`src/rtl/uart_mute_pkg.sv`:
```
`timescale 1ns/1ps
package uart_mute_pkg;

    // Width of the idle tick counter; the longest frame is 11 ticks.
    localparam int CNT_W = 4;

    // Number of data bits selected by the word-length code (11 falls back to 8).
    function automatic logic [CNT_W-1:0] data_bits(input logic [1:0] code);
        case (code)
            2'b01:   data_bits = CNT_W'(9);
            2'b10:   data_bits = CNT_W'(7);
            default: data_bits = CNT_W'(8);
        endcase
    endfunction

    // Idle frame length in bit ticks: start + data + stop.
    function automatic logic [CNT_W-1:0] frame_ticks(input logic [1:0] code);
        frame_ticks = data_bits(code) + CNT_W'(2);
    endfunction

    typedef struct packed {
        logic [CNT_W-1:0] cnt;
        logic             fired;
        logic             hit;
    } idle_state_t;

    typedef struct packed {
        logic mute;
        logic idle;
        logic stb;
        logic irq;
    } ctl_state_t;

endpackage

```
`src/rtl/uart_idle_detect.sv`:
```
`timescale 1ns/1ps
module uart_idle_detect
    import uart_mute_pkg::*;
(
    input  logic       clk,
    input  logic       rst,
    input  logic       bit_tick,
    input  logic       rx_line,
    input  logic [1:0] word_len,
    output logic       idle_hit
);

    idle_state_t st_d, st_q;
    logic [CNT_W-1:0] cnt_inc;

    always_comb begin
        st_d    = st_q;
        st_d.hit = 1'b0;
        cnt_inc = st_q.cnt + CNT_W'(1);
        if (!rx_line) begin
            // Any low sample restarts the frame and re-arms the detector.
            st_d.cnt   = '0;
            st_d.fired = 1'b0;
        end else if (bit_tick && !st_q.fired) begin
            if (cnt_inc >= frame_ticks(word_len)) begin
                st_d.hit   = 1'b1;
                st_d.fired = 1'b1;
                st_d.cnt   = '0;
            end else begin
                st_d.cnt = cnt_inc;
            end
        end
    end

    always_ff @(posedge clk) begin
        if (rst) st_q <= '0;
        else     st_q <= st_d;
    end

    assign idle_hit = st_q.hit;

endmodule

```
`src/rtl/uart_addr_match.sv`:
```
`timescale 1ns/1ps
module uart_addr_match
    import uart_mute_pkg::*;
#(
    parameter int DATA_W = 9
) (
    input  logic [DATA_W-1:0] char_data,
    input  logic [DATA_W-2:0] node_addr,
    input  logic [1:0]        word_len,
    output logic              is_addr,
    output logic              addr_match
);

    always_comb begin
        int nbits;
        nbits = int'(data_bits(word_len));
        if (nbits > DATA_W) nbits = DATA_W;
        is_addr    = 1'b0;
        addr_match = 1'b1;
        // The mark bit sits at the top of the active data field.
        for (int i = 0; i < DATA_W; i++) begin
            if (i == nbits - 1) is_addr = char_data[i];
        end
        // Only the bits below the mark take part in the compare.
        for (int i = 0; i < DATA_W - 1; i++) begin
            if (i < nbits - 1 && char_data[i] != node_addr[i]) addr_match = 1'b0;
        end
    end

endmodule

```
`src/rtl/uart_mute_wake.sv`:
```
`timescale 1ns/1ps
module uart_mute_wake
    import uart_mute_pkg::*;
#(
    parameter int DATA_W = 9
) (
    input  logic              clk,
    input  logic              rst,
    input  logic              bit_tick,
    input  logic              rx_line,
    input  logic              char_done,
    input  logic [DATA_W-1:0] char_data,
    input  logic              mute_en,
    input  logic              wake_sel,
    input  logic [1:0]        word_len,
    input  logic [DATA_W-2:0] node_addr,
    input  logic              mute_req,
    input  logic              idle_clr,
    output logic              mute_flag,
    output logic              status_stb,
    output logic              rx_irq,
    output logic              idle_flag
);

    logic idle_hit;
    logic is_addr;
    logic addr_match;

    uart_idle_detect i_idle (
        .clk      (clk),
        .rst      (rst),
        .bit_tick (bit_tick),
        .rx_line  (rx_line),
        .word_len (word_len),
        .idle_hit (idle_hit)
    );

    uart_addr_match #(.DATA_W(DATA_W)) i_addr (
        .char_data  (char_data),
        .node_addr  (node_addr),
        .word_len   (word_len),
        .is_addr    (is_addr),
        .addr_match (addr_match)
    );

    ctl_state_t ctl_d, ctl_q;

    logic addr_ev, wake_idle, wake_addr, auto_mute, deliver, idle_set;

    always_comb begin
        ctl_d     = ctl_q;
        addr_ev   = wake_sel && char_done && is_addr;
        wake_idle = ctl_q.mute && !wake_sel && idle_hit;
        wake_addr = ctl_q.mute && addr_ev && addr_match;
        auto_mute = mute_en && addr_ev && !addr_match;
        deliver   = char_done && (!ctl_q.mute || wake_addr) && !auto_mute;
        idle_set  = idle_hit && !ctl_q.mute;

        if (!mute_en)                     ctl_d.mute = 1'b0;
        else if (mute_req)                ctl_d.mute = 1'b1;
        else if (wake_idle || wake_addr)  ctl_d.mute = 1'b0;
        else if (auto_mute)               ctl_d.mute = 1'b1;

        if (idle_clr) ctl_d.idle = 1'b0;
        if (idle_set) ctl_d.idle = 1'b1;

        ctl_d.stb = deliver;
        ctl_d.irq = deliver || idle_set;
    end

    always_ff @(posedge clk) begin
        if (rst) ctl_q <= '0;
        else     ctl_q <= ctl_d;
    end

    assign mute_flag  = ctl_q.mute;
    assign idle_flag  = ctl_q.idle;
    assign status_stb = ctl_q.stb;
    assign rx_irq     = ctl_q.irq;

endmodule

```
`config.mk`:
```
export PLATFORM = sky130hd
export DESIGN_NAME = uart_mute_wake
export DESIGN_NICKNAME = d
export VERILOG_FILES = /design/src/rtl/uart_mute_pkg.sv /design/src/rtl/uart_idle_detect.sv /design/src/rtl/uart_addr_match.sv /design/src/rtl/uart_mute_wake.sv
export SDC_FILE = /design/constraint.sdc
export NUM_CORES = 1
export LEC_CHECK = 0
export BUFFER_PORTS_ARGS = -buffer_cell sky130_fd_sc_hd__clkbuf_2
export CORE_ASPECT_RATIO = 0.75
export CORE_MARGIN = 2
export CORE_UTILIZATION = 41
export CTS_CLUSTER_SIZE = 10
export DETAILED_ROUTE_END_ITERATION = 7
export PLACE_DENSITY = 0.74
export SYNTH_ARGS = -nofsm -noshare
export SYNTH_HDL_FRONTEND = slang
export SYNTH_SLANG_ARGS = --single-unit
```
`constraint.sdc`:
```
create_clock -name clk -period 1.8 [get_ports clk]
set_clock_uncertainty 0.15 [all_clocks]
set_input_delay 0.09 -clock clk [delete_from_list [all_inputs] [get_ports clk]]
set_output_delay 0.09 -clock clk [all_outputs]
set_load 0.03 [all_outputs]
```
## Word level (Yosys, flattened, before mapping)

Index checks and enable logic that the tools add are counted.

- Register bits after elaboration: 10

- Add/sub/neg operators: 3
- Magnitude comparators: 10
- Eq/ne operators: 18
- Mux-type cells: 28
- Bitwise logic cells: 3
- Reduce and logical (&&, ||, !) cells: 35

Operator list:

| cell | count |
|---|---|
| $eq 4x32->1 const A | 4 |
| $lt 4x32->1 const A | 4 |
| $eq 3x32->1 const A | 2 |
| $lt 3x32->1 const A | 2 |
| $eq 2x32->1 const A | 1 |
| $eq 5x32->1 const A | 1 |
| $logic_not 32->1 | 1 |
| $lt 1x32->1 const A | 1 |
| $lt 2x32->1 const A | 1 |
| $mux 1 | 23 |
| $logic_and 1x1->1 | 20 |
| $mux 4 | 4 |
| $ne 1x1->1 | 8 |
| $pmux 4 s2 | 1 |
| $logic_not 1->1 | 5 |
| $sub 4x1->5 const B | 1 |
| $add 4x1->4 const B | 1 |
| $add 4x2->4 const B | 1 |
| $ge 4x4->1 | 1 |
| $gt 4x4->1 const B | 1 |
| $reduce_or 2->1 | 2 |
| $logic_or 1x1->1 | 3 |
| $not 1->1 | 3 |
| $reduce_bool 3->1 | 1 |
| 5 further kinds | 5 |

## Depth between registers and ports, before layout

- Depth after elaboration: 22
- Mapped depth: 9
- Mapped depth without buffers: 9

## By module

A second synthesis with hierarchy kept.

- Cells, all modules: 88
- Area, all modules: 785.8 µm²

By module, submodules not included:

| module | times used | cells each | area an instance (µm²) | seq. area each (µm²) |
|---|---|---|---|---|
| uart_idle_detect | 1 | 47 | 420.4 | 120.1 |
| uart_addr_match | 1 | 23 | 192.7 | 0.0 |
| uart_mute_wake | 1 | 18 | 172.7 | 80.1 |

## Worst setup path after synthesis

OpenSTA, ideal clock, no wires.

- Kind: reg2reg
- Start point: reg i_idle.st_q[2] in the netlist's numbering
- End point: reg i_idle.st_q[1] in the netlist's numbering
- Setup time: 86 ps
- Data arrival time: 1465 ps
- Required time: 1564 ps
- Slack: 99 ps
- Cell stages (with the launch flop): 7
- Clock period less this slack: 1701 ps
- Path through: dfxtp_1 -> ha_1 -> ha_1 -> o21ai_0 -> a21boi_0 -> o21ai_0 -> a211oi_1

- Cells in the longest elaborated chain, start to end: 3

RTL lines:

| element | RTL line | RTL |
|---|---|---|
| start: declaration | uart_idle_detect.sv:13 | `idle_state_t st_d, st_q;` |
| start signal: assignment | uart_idle_detect.sv:37 | `else st_q <= st_d;` |
| $add 4x1->4 | uart_idle_detect.sv:19 | `cnt_inc = st_q.cnt + CNT_W'(1);` |
| $ge 4x4->1 | uart_idle_detect.sv:25 | `if (cnt_inc >= frame_ticks(word_len)) begin` |
| $reduce_and 2->1 (no line) | n/a |  |

Every way passes these cells.
A chain may end at the register's enable or synchronous reset.

## Final worst setup path

Ends and elaborated chain as after synthesis.

==> flow_summary.yaml <==
final_layout:
  nNetsFinal: 162
  drive_gt1_share_pct: 35.5
  layout_commonest_cell: "clkbuf_2"
  stdcell_count: 146
  fin_area_um2: 1040
  area_growth_pct: 44.5
  final_util_pct: 61.5
  final_cell_mix: "clkbuf_2 (31), inv_1 (12), xor2_1 (9), nor2_1 (8), dfxtp_1 (8)"
  antenna_cells: 0
placement:
  dp.cells: 136
  portBuffers: 31
  dp_hpwl_mm: 1.30
  placed_cell_area_um2: 913
  gp_congestion: 0.763
  pre_cts_slack_ns: -0.0540
worst_setup_path:
  critPathMaxFanout: 3
  cpLargestDelayFamily: "compound AO/OA/AOI/OAI gates"
  crit_buf_inv: 0
  arrival_ns: 1.73
  crit_path_end_kind: "flip-flop"
  crit_type: "flip-flop to flip-flop"
  cp_slowest_cell: "dfxtp_4"
  crit_chain: "ha_4 > ha_4 > o21ai_0 > a21boi_2 > o21ai_1 > a211oi_1"
  start_kind: "flip-flop"
  cp_slowest_stage_delay_ns: 0.35
  cpMostUsedCell: "ha_4"
  cp_data_required_time_ns: 1.83
  reg2reg_setup_slack_ns: 0.1
pwr:
  clkPwrFrac_pct: 26.8
  power.total_mw: 0.542
  p_seq_share_pct: 43.8
  p_sw_mw: 0.154
  p_leak_nw: 0.503
  p_comb_share_pct: 29.4
  internal_power_mw: 0.388
  irDropWorstVdd_v: 0.000434
  power.density_nw_per_um2: 522
  swShare_pct: 28.4
cts:
  clkSlewWorstSetupHoldPaths_ns: 0.06
  cts_root_buf: "clkbuf_4"
  clockBufferDepth: 2
  cts_tree: "built"
  numCtsBuffers: 3
  clock_sinks: 10
  insertion_delay_ns: 0.26
  htree_levels: 1
timing:
  period_needed_ns: 1.70
  hold_viol: 0
  maxSlewViolCount: 0
  fin_setup_tns_ns: 0
  rsz0062_at_grt: "yes"
  setup_slack_ns: 0.0965
  tightestPinTransition_ns: 0.512
  timing.fmax_ghz: 0.587
  finalCritPeriodShare_pct: 94.6
  timing.hold.ws_ns: 0.187
  relSlewSlack_pct: 65.8
  setup_violations: 0
yosys:
  yosysSeqAreaShare_pct: 27.8
  syn_inst: 82
  yosys_warnings: 0
  ys_ff_latch: 10
  synth_cell_types: 31
  syn-cell-area_um2: 719
  avgSynthCellArea_um2: 8.77
  synth_fp_nets: 118
detailed_routing:
  drt_iter0_drc: 2
  routed_wl_mm: 1.70
  avgRoutedWirePerCell_um: 11.6
  dr.pass1.iters: 4
  vias_per_cell: 4.84
  drc_errors: 0
  ant_nets: 0
  vias: 706
die:
  fp.dieArea_um2: 2110
  die_w_um: 52.4
  fp.dieH_um: 40.3
  boundaryPins: 32
  core_region_area_um2: 1690
  initial_core_util_pct: 42.5
  rows: 13
global_route:
  grt_max_degree: 8
  grt_pass1_vias: 582
  grt_usage_pct: 18.1
  grt_antenna_before_repair: 0
  grt_pass1_wl_mm: 2.57
  overflow: 0
min_path:
  hold_path_class: "primary input to flip-flop"
run_status:
  status: "completed"
run:
  maxCapViolations: 0
state kept, by name, summed over array words and instances (netlist names):
register,count
rx_irq,1
i_idle.st_q,5
idle_flag,1
mute_flag,1
status_stb,1
i_idle.idle_hit,1
cell type report:
type                            instances  area [µm²]
Clock buffer                            3        22.5
Fill cell                             165         652
Inverter                               12        45.0
Multi-Input combinational cell         59         499
Sequential cell                        10         205
Tap cell                               22        27.5
Timing Repair Buffer                   40         240
repair_timing:
action | 4_1_cts | 5_1_grt
endpoints found under the setup margin | 5 | 6
endpoints found under the hold margin | 5 | 0
setup buffers | 0 | 0
pin swaps | 1 | 3
gates resized for setup | 1 | 7
hold buffers | 7 | 0
cells in the mapped netlist:
master / count / area [µm²]
a211oi_1: 2 / 15.0
a21boi_0: 2 / 15.0
a21oi_1: 1 / 5.00
a21oi_2: 1 / 8.76
a22oi_1: 1 / 7.51
a311oi_2: 1 / 15.0
and2_1: 1 / 6.26
clkbuf_1: 1 / 3.75
dfxtp_1: 10 / 200
ha_1: 8 / 100
inv_1: 12 / 45.0
mux2i_1: 1 / 10.0
nand2_1: 1 / 3.75
nand2b_1: 1 / 6.26
nand3_1: 2 / 10.0
nand3b_1: 1 / 7.51
nor2_1: 8 / 30.0
nor2b_1: 1 / 6.26
nor3_1: 2 / 10.0
nor4_1: 1 / 6.26
o2111a_1: 1 / 11.3
o2111ai_1: 1 / 8.76
o211a_1: 1 / 10.0
o21a_1: 1 / 7.51
o21ai_0: 3 / 15.0
o32a_1: 1 / 10.0
o41ai_2: 1 / 16.3
or3_1: 1 / 6.26
or3b_1: 1 / 8.76
xnor2_1: 4 / 35.0
xor2_1: 9 / 78.8
path summary, 6_finish.rpt:
path,startpoint,endpoint,depth (start not counted)
worst max-delay path,i_idle.st_q[2],i_idle.st_q[1],6
worst min-delay path,bit_tick,i_idle.st_q[2],4
worst max register to register,i_idle.st_q[2],i_idle.st_q[1],6
worst min register to register,i_idle.st_q[1],i_idle.st_q[1],2
power groups by stage:
stage | sequential, mW | clock, mW | combinational (mW)
floorplan | 0.250 | 0 | 0.0672
global placement | 0.240 | 0 | 0.132
detailed placement | 0.240 | 0 | 0.137
CTS | 0.235 | 0.154 | 0.150
global route | 0.238 | 0.169 | 0.179
finish | 0.237 | 0.146 | 0.159
per-layer routing:
metal  track usage (%)  wire length [µm]  part of all wire (%)  up-vias
met5                 0                 0                     0        -
met4              9.62                29                   1.7        0
met2              31.3               873                    51       14
li1                  -                 -                     -      371
met3              6.72                83                   4.9        4
met1              19.8               714                    42      317
worst min-delay path, stage by stage:
cell,delay [ns]
clkbuf_2,0.08
nor2b_1,0.20
xnor2_1,0.16
nor2_1,0.04
kinds of logic (layout without fill, tap and decap cells):
family,count (synthesis),in the layout,share of synthesized area (%)
AOI/OAI and AO/OA,17,17,20.2
xor gates and xnor gates,13,13,15.8
adders and majority gates,8,8,13.9
buffers and inverters,13,55,6.78
DFF,10,10,27.8
muxes,1,1,1.39
and+or+nand+nor,20,20,14.1
Note: power is estimated with default switching activity, not from simulation.
